## config.mk

```make
export PLATFORM = sky130hd
export DESIGN_NAME = periph_reset_pulser
export DESIGN_NICKNAME = d
export VERILOG_FILES = /design/src/rtl/rp_pkg.sv /design/src/rtl/rp_regs.sv /design/src/rtl/rp_seq.sv /design/src/rtl/rp_out_stage.sv /design/src/rtl/periph_reset_pulser.sv
export SDC_FILE = /design/constraint.sdc
export NUM_CORES = 1
export LEC_CHECK = 0
export BUFFER_PORTS_ARGS = -buffer_cell sky130_fd_sc_hd__buf_2
export CAP_MARGIN = 25
export CORE_UTILIZATION = 52
export DETAILED_ROUTE_END_ITERATION = 8
export GPL_ROUTABILITY_DRIVEN = 0
export PLACE_DENSITY = 0.91
export SLEW_MARGIN = 20
export SYNTH_ARGS = -nofsm -noshare
export SYNTH_HDL_FRONTEND = slang
export SYNTH_SLANG_ARGS = --single-unit
```

## constraint.sdc

```tcl
create_clock -name clk -period 2.3 [get_ports clk]
set_input_delay 0.23 -clock clk [delete_from_list [all_inputs] [get_ports clk]]
set_output_delay 0.23 -clock clk [all_outputs]
set_load 0.01 [all_outputs]
```

## src/rtl/rp_pkg.sv

```systemverilog
package rp_pkg;

    localparam int unsigned NUM_LINES = 9;
    localparam int unsigned REG_W     = 32;

    typedef enum logic [1:0] {
        S_IDLE    = 2'd0,
        S_PULSE   = 2'd1,
        S_RELEASE = 2'd2
    } seq_state_e;

    // Bit position of each reset line inside the selection register.
    function automatic int unsigned line_bit(input int unsigned idx);
        int unsigned pos;
        if (idx < 7)       pos = 16 + idx;
        else if (idx == 7) pos = 25;
        else               pos = 31;
        return pos;
    endfunction

endpackage

```

## src/rtl/rp_regs.sv

```systemverilog
module rp_regs
    import rp_pkg::*;
#(
    parameter int unsigned AW        = 12,
    parameter int unsigned DELAY_W   = 16,
    parameter logic [AW-1:0] SEL_ADDR  = 12'h000,
    parameter logic [AW-1:0] TRIG_ADDR = 12'h100
) (
    input  logic                 clk,
    input  logic                 rst_n,
    input  logic [AW-1:0]        bus_addr,
    input  logic                 bus_we,
    input  logic [REG_W-1:0]     bus_wdata,
    input  logic                 busy,
    output logic [NUM_LINES-1:0] sel_q,
    output logic [DELAY_W-1:0]   delay_q,
    output logic                 start_req,
    output logic [DELAY_W-1:0]   start_delay,
    output logic [REG_W-1:0]     bus_rdata
);
    localparam int unsigned DLY_LSB = REG_W - DELAY_W;

    logic                 hit_sel, hit_trig;
    logic                 wr_sel, wr_trig;
    logic [NUM_LINES-1:0] sel_wr_bits;
    logic [REG_W-1:0]     sel_view;
    logic [REG_W-1:0]     trig_view;
    logic                 unused_wdata;

    assign hit_sel  = (bus_addr == SEL_ADDR);
    assign hit_trig = (bus_addr == TRIG_ADDR);
    assign wr_sel   = hit_sel  & bus_we;
    assign wr_trig  = hit_trig & bus_we;
    assign unused_wdata = ^bus_wdata;

    // Scatter and gather between compact line index and sparse bus bits.
    always_comb begin
        sel_view = '0;
        for (int i = 0; i < NUM_LINES; i++) begin
            sel_view[line_bit(i)] = sel_q[i];
        end
    end

    generate
        for (genvar g = 0; g < NUM_LINES; g++) begin : g_gather
            localparam int unsigned POS = line_bit(g);
            assign sel_wr_bits[g] = bus_wdata[POS];
        end
    endgenerate

    always_ff @(posedge clk or negedge rst_n) begin
        if (!rst_n) begin
            sel_q <= '0;
        end else if (wr_sel) begin
            sel_q <= sel_wr_bits;
        end
    end

    always_ff @(posedge clk or negedge rst_n) begin
        if (!rst_n) begin
            delay_q <= '0;
        end else if (wr_trig) begin
            delay_q <= bus_wdata[REG_W-1:DLY_LSB];
        end
    end

    assign start_req   = wr_trig & bus_wdata[0];
    assign start_delay = bus_wdata[REG_W-1:DLY_LSB];

    always_comb begin
        trig_view = '0;
        trig_view[REG_W-1:DLY_LSB] = delay_q;
        trig_view[0] = busy;
    end

    always_comb begin
        bus_rdata = '0;
        if (hit_sel)       bus_rdata = sel_view;
        else if (hit_trig) bus_rdata = trig_view;
    end

    p_delay_store_r8: assert property (@(posedge clk) disable iff (!rst_n)
        wr_trig |=> delay_q == $past(bus_wdata[REG_W-1:DLY_LSB]));

    p_sel_hold_r7: assert property (@(posedge clk) disable iff (!rst_n)
        !wr_sel |=> $stable(sel_q));

endmodule

```

## src/rtl/rp_seq.sv

```systemverilog
module rp_seq
    import rp_pkg::*;
#(
    parameter int unsigned DELAY_W    = 16,
    parameter int unsigned TICK_SHIFT = 4
) (
    input  logic               clk,
    input  logic               rst_n,
    input  logic               start_req,
    input  logic [DELAY_W-1:0] start_delay,
    output logic               busy,
    output logic               load_o,
    output logic               drop_o
);
    localparam int unsigned CNT_W = DELAY_W + TICK_SHIFT;

    seq_state_e       state, state_nx;
    logic [CNT_W-1:0] cnt;
    logic             cnt_zero;

    assign cnt_zero = (cnt == '0);

    // State register.
    always_ff @(posedge clk or negedge rst_n) begin
        if (!rst_n) state <= S_IDLE;
        else        state <= state_nx;
    end

    // Transitions: launch, expire, settle.
    always_comb begin
        state_nx = state;
        unique case (state)
            S_IDLE:    if (start_req) state_nx = S_PULSE;
            S_PULSE:   if (cnt_zero)  state_nx = S_RELEASE;
            S_RELEASE: state_nx = S_IDLE;
            default:   state_nx = S_IDLE;
        endcase
    end

    // Length counter: loaded with (D+1)*2^TICK_SHIFT - 1.
    always_ff @(posedge clk or negedge rst_n) begin
        if (!rst_n) begin
            cnt <= '0;
        end else if (state == S_IDLE && start_req) begin
            cnt <= {start_delay, {TICK_SHIFT{1'b1}}};
        end else if (state == S_PULSE && !cnt_zero) begin
            cnt <= cnt - CNT_W'(1);
        end
    end

    // Outputs.
    always_comb begin
        busy   = 1'b0;
        load_o = 1'b0;
        drop_o = 1'b0;
        unique case (state)
            S_IDLE:    load_o = start_req;
            S_PULSE:   begin busy = 1'b1; drop_o = cnt_zero; end
            S_RELEASE: busy = 1'b1;
            default:   busy = 1'b0;
        endcase
    end

    p_cnt_down_r5: assert property (@(posedge clk) disable iff (!rst_n)
        (state == S_PULSE && !cnt_zero) |=> (state == S_PULSE && cnt == $past(cnt) - CNT_W'(1)));

    p_no_restart_r8: assert property (@(posedge clk) disable iff (!rst_n)
        (state != S_IDLE && start_req) |=> state != S_PULSE || cnt != {CNT_W{1'b1}} || $past(cnt) == {CNT_W{1'b0}});

    p_settle_r6: assert property (@(posedge clk) disable iff (!rst_n)
        state == S_RELEASE |=> state == S_IDLE);

    p_launch_r4: assert property (@(posedge clk) disable iff (!rst_n)
        (state == S_IDLE && start_req) |=> state == S_PULSE);

endmodule

```

## src/rtl/rp_out_stage.sv

```systemverilog
module rp_out_stage
    import rp_pkg::*;
(
    input  logic                 clk,
    input  logic                 rst_n,
    input  logic                 load_i,
    input  logic                 drop_i,
    input  logic [NUM_LINES-1:0] mask_i,
    output logic [NUM_LINES-1:0] rst_o
);
    generate
        for (genvar g = 0; g < NUM_LINES; g++) begin : g_line
            logic q;
            always_ff @(posedge clk or negedge rst_n) begin
                if (!rst_n)      q <= 1'b0;
                else if (load_i) q <= mask_i[g];
                else if (drop_i) q <= 1'b0;
            end
            assign rst_o[g] = q;
        end
    endgenerate

    p_hold_r10: assert property (@(posedge clk) disable iff (!rst_n)
        (!load_i && !drop_i) |=> $stable(rst_o));

    p_drop_r5: assert property (@(posedge clk) disable iff (!rst_n)
        (drop_i && !load_i) |=> rst_o == '0);

endmodule

```

## src/rtl/periph_reset_pulser.sv

```systemverilog
module periph_reset_pulser
    import rp_pkg::*;
#(
    parameter int unsigned AW         = 12,
    parameter int unsigned DELAY_W    = 16,
    parameter int unsigned TICK_SHIFT = 4,
    parameter logic [AW-1:0] SEL_ADDR  = 12'h000,
    parameter logic [AW-1:0] TRIG_ADDR = 12'h100
) (
    input  logic                 clk,
    input  logic                 rst_n,
    input  logic [AW-1:0]        bus_addr,
    input  logic                 bus_we,
    input  logic [REG_W-1:0]     bus_wdata,
    output logic [REG_W-1:0]     bus_rdata,
    output logic [NUM_LINES-1:0] periph_rst
);
    logic [NUM_LINES-1:0] sel_q;
    logic [DELAY_W-1:0]   delay_q;
    logic                 start_req;
    logic [DELAY_W-1:0]   start_delay;
    logic                 busy, load, drop;
    logic                 unused_delay;

    assign unused_delay = ^delay_q;

    rp_regs #(
        .AW(AW), .DELAY_W(DELAY_W), .SEL_ADDR(SEL_ADDR), .TRIG_ADDR(TRIG_ADDR)
    ) u_regs (
        .clk(clk), .rst_n(rst_n),
        .bus_addr(bus_addr), .bus_we(bus_we), .bus_wdata(bus_wdata),
        .busy(busy), .sel_q(sel_q), .delay_q(delay_q),
        .start_req(start_req), .start_delay(start_delay),
        .bus_rdata(bus_rdata)
    );

    rp_seq #(
        .DELAY_W(DELAY_W), .TICK_SHIFT(TICK_SHIFT)
    ) u_seq (
        .clk(clk), .rst_n(rst_n),
        .start_req(start_req), .start_delay(start_delay),
        .busy(busy), .load_o(load), .drop_o(drop)
    );

    rp_out_stage u_out (
        .clk(clk), .rst_n(rst_n),
        .load_i(load), .drop_i(drop), .mask_i(sel_q),
        .rst_o(periph_rst)
    );

    p_quiet_idle_r4: assert property (@(posedge clk) disable iff (!rst_n)
        !busy |-> periph_rst == '0);

    p_launch_mask_r7: assert property (@(posedge clk) disable iff (!rst_n)
        (start_req && !busy) |=> (busy && periph_rst == $past(sel_q)));

endmodule

```

==> metrics.txt <==
status finished clean; Mapped Area roughly 0.0031 mm²; peak supply drop approximately 0.37 mV; Row Count 27; drt pass-1 iters 4; Sink Count 56; vias per inst ~5.9; register bit total from synthesis between 50 and 60; Yosys top cell by area dfrtp_1; total gr overflow 0; Worst Path Max Fanout 6; I/O pin count a little under 90; top_reg_cell synth dfrtp_1; synthesized area per cell 10.5 µm²; Yosys top cell area share approximately 45%; CTS Buffer Depth 2; share of layout cells above drive strength 1 roughly a third; GRT Total Usage roughly a quarter; Gate Count Post-Synth between 200 and 300; DR DRC count 0; WP data required approximately 2.5 ns; Clock Skew approximately 0.010 ns; Worst-path clk slew around 0.1 ns; P per Cell Area between 500 and 600 mW/mm²; met2 wire length 3870 µm; Data arrival, critical path 2.37 ns; met3 wire len ~420 µm; Initial Util between 50 and 60%; RSZ-0062 raised after global routing false; Post-Route WL between 7000 and 8000 µm; clk_lat worst skew just over 0.3 ns; Hold Fails Final Rpt 0; Seq/Total Area, Yosys approximately 45%; Slew headroom 42.4%; Leak between 1.5 and 2 nW; CTS Buf Count 5; synth warn 0; routed length on met1 around 3000 µm; Setup crit end kind flop; Slew Viols, Final 0; post-placement cell area approximately 0.0034 mm²; HP Class in2reg; Final Cell Area 0.00354 mm²; largest net degree at the start of global routing 30; antenna cell count 0; Placed Instances 415; Period minus WS final roughly 2.2 ns; number of global-route vias before repair 2,557; top sig layer met4; I/O Buffers 57; count of cell types in the netlist between 50 and 60; Final HPWL DP 5210 µm; top post-synthesis cells by area dfrtp_1 (45%), mux2_2 (9.1%), buf_4 (6.1%); Pwr Total about 0.0018 W; global-route wire length before repair about 12,000 µm; Area Growth Syn to Fin 14.5%; non-filler cells, final approximately 420; number of synthesized flops with an enable pin 0; period utilization a little over nine tenths; DR WL/cell approximately 17 µm; setup TNS 0 ns; CP Launch Type flop; final setup violation count 0; Post-CTS Setup Bufs 0; vias ~2,500; H-tree levels 2; DIE WIDTH between 70 and 80 µm; Core Area around 0.0056 mm²; CP Class reg2reg; Maximum Capacitance Violations 0; Clk Tree Root Cell clkbuf_8; ys async rst share 100%; Worst-Margin Slew roughly 0.86 ns; DIE HEIGHT ~79 µm; initial antenna violation count 0; initial DRC count about 250; die area about 0.0063 mm²; Max Clk Rate 462 MHz; Final #Nets ~400; ANT nets after route 0; TritonCTS clock tree done
## area by class of cell
cell class                 instances  area [µm²]
tap                               72        90.1
clock buffer                       5        68.8
multi-input combinational        207        1460
sequential                        56        1400
inverter                           7        26.3
timing repair buffer              74         428
clock inverter                     2        60.1
fill                             429        2070
## flip-flops by register name, summed over array words and instances (netlist names)
register	cells
u_seq.cnt	20
u_regs.delay_q	16
u_out.g_line.q	9
u_regs.sel_q	9
u_seq.state	2
## per-layer routing
layer / vias up / track usage, %
met2: 132 / 44.1
met3: 17 / 4.48
li1: 1117 / -
met1: 1213 / 32.4
met4: 0 / 7.27
met5: - / 0
## per-stage QoR
stage	worst slack, ns	hold slack [ns]	util, %
final	0.135	0.136	63.1
after global routing	0.0357	0.153	63.1
after CTS	0.169	0.136	62.9
after detailed placement	0.228	0.281	60.4
after global placement	0.282	0.277	60.4
after floorplan	0.415	-0.0656	-
## cell usage after synthesis (all sizes together) (2+ instances only)
cell and count:
a21oi 6, a22o 9, a31oi 3, and2 2
and3 10, and4b 2, buf 30, clkbuf 7
dfrtp 56, ha 4, inv 7, mux2 25
mux2i 9, nand2 22, nand3 3, nand3b 3
nand4 4, nor2 18, nor3 11, nor4 9
nor4b 2, o211ai 2, o21a 2, o21ai 12
o311ai 2, o31ai 2, or3 5, or4 4
xnor2 11
## worst paths after layout
check                             startpoint           endpoint  slack, ns  cells past startpoint
max                             u_seq.cnt[9]      u_seq.cnt[19]       0.14                      6
min                            bus_wdata[27]      u_seq.cnt[15]       0.14                      3
max reg2reg                     u_seq.cnt[9]      u_seq.cnt[19]       0.14                      6
min reg2reg                u_out.g_line[1].q  u_out.g_line[1].q       0.50                      1
max in group asynchronous              rst_n       u_seq.cnt[0]       1.23                      3
min in group asynchronous              rst_n    u_regs.sel_q[6]       0.48                      2
## cell usage in the layout (no fill, tap or decap), types with 5 or more instances in the layout
master	netlist	routed
buf_2	3	57
dfrtp_1	56	56
mux2_2	25	25
nand2_1	22	22
nor2_1	18	18
conb_1	1	15
buf_4	25	15
xnor2_1	11	11
and3_1	10	10
nor3_1	10	10
mux2i_1	9	9
o21ai_0	9	9
a22o_1	9	9
inv_1	7	7
nor4_1	7	7
a21oi_1	6	6
clkbuf_8	1	5
## kinds of logic (layout without fill, tap and decap cells)
kind of cell,after synthesis,after routing,share of synthesized area (%)
compound gates,41,41,9.00
other cells,1,15,0.121
fa+ha+maj,4,4,1.62
mux,34,34,12.0
simple gates,101,101,19.1
xor+xnor,12,12,3.40
buf+inv,44,88,9.36
flops,56,56,45.4
## worst max-delay path, cell delays in order, from the launching register on
cell,delay [ns]
dfrtp_1,0.48
nor4_4,0.47
nand4_1,0.19
buf_4,0.20
o31ai_1,0.31
o311ai_0,0.23
o21a_1,0.16
## where the power goes
group | internal [W] | total [W] | switching (W)
clock | 0.000429 | 0.000748 | 0.000319
sequential | 0.000990 | 0.000996 | 0.00000640
combinational | 0.0000376 | 0.000102 | 0.0000645
total | 0.00146 | 0.00185 | 0.000390
## repair_timing
action,4_1_cts,5_1_grt
endpoints found under the setup margin,0,4
endpoints found under the hold margin,27,0
resized for setup,0,2
hold buffers,1,0
No activity file was read; power rests on OpenSTA's default activity.
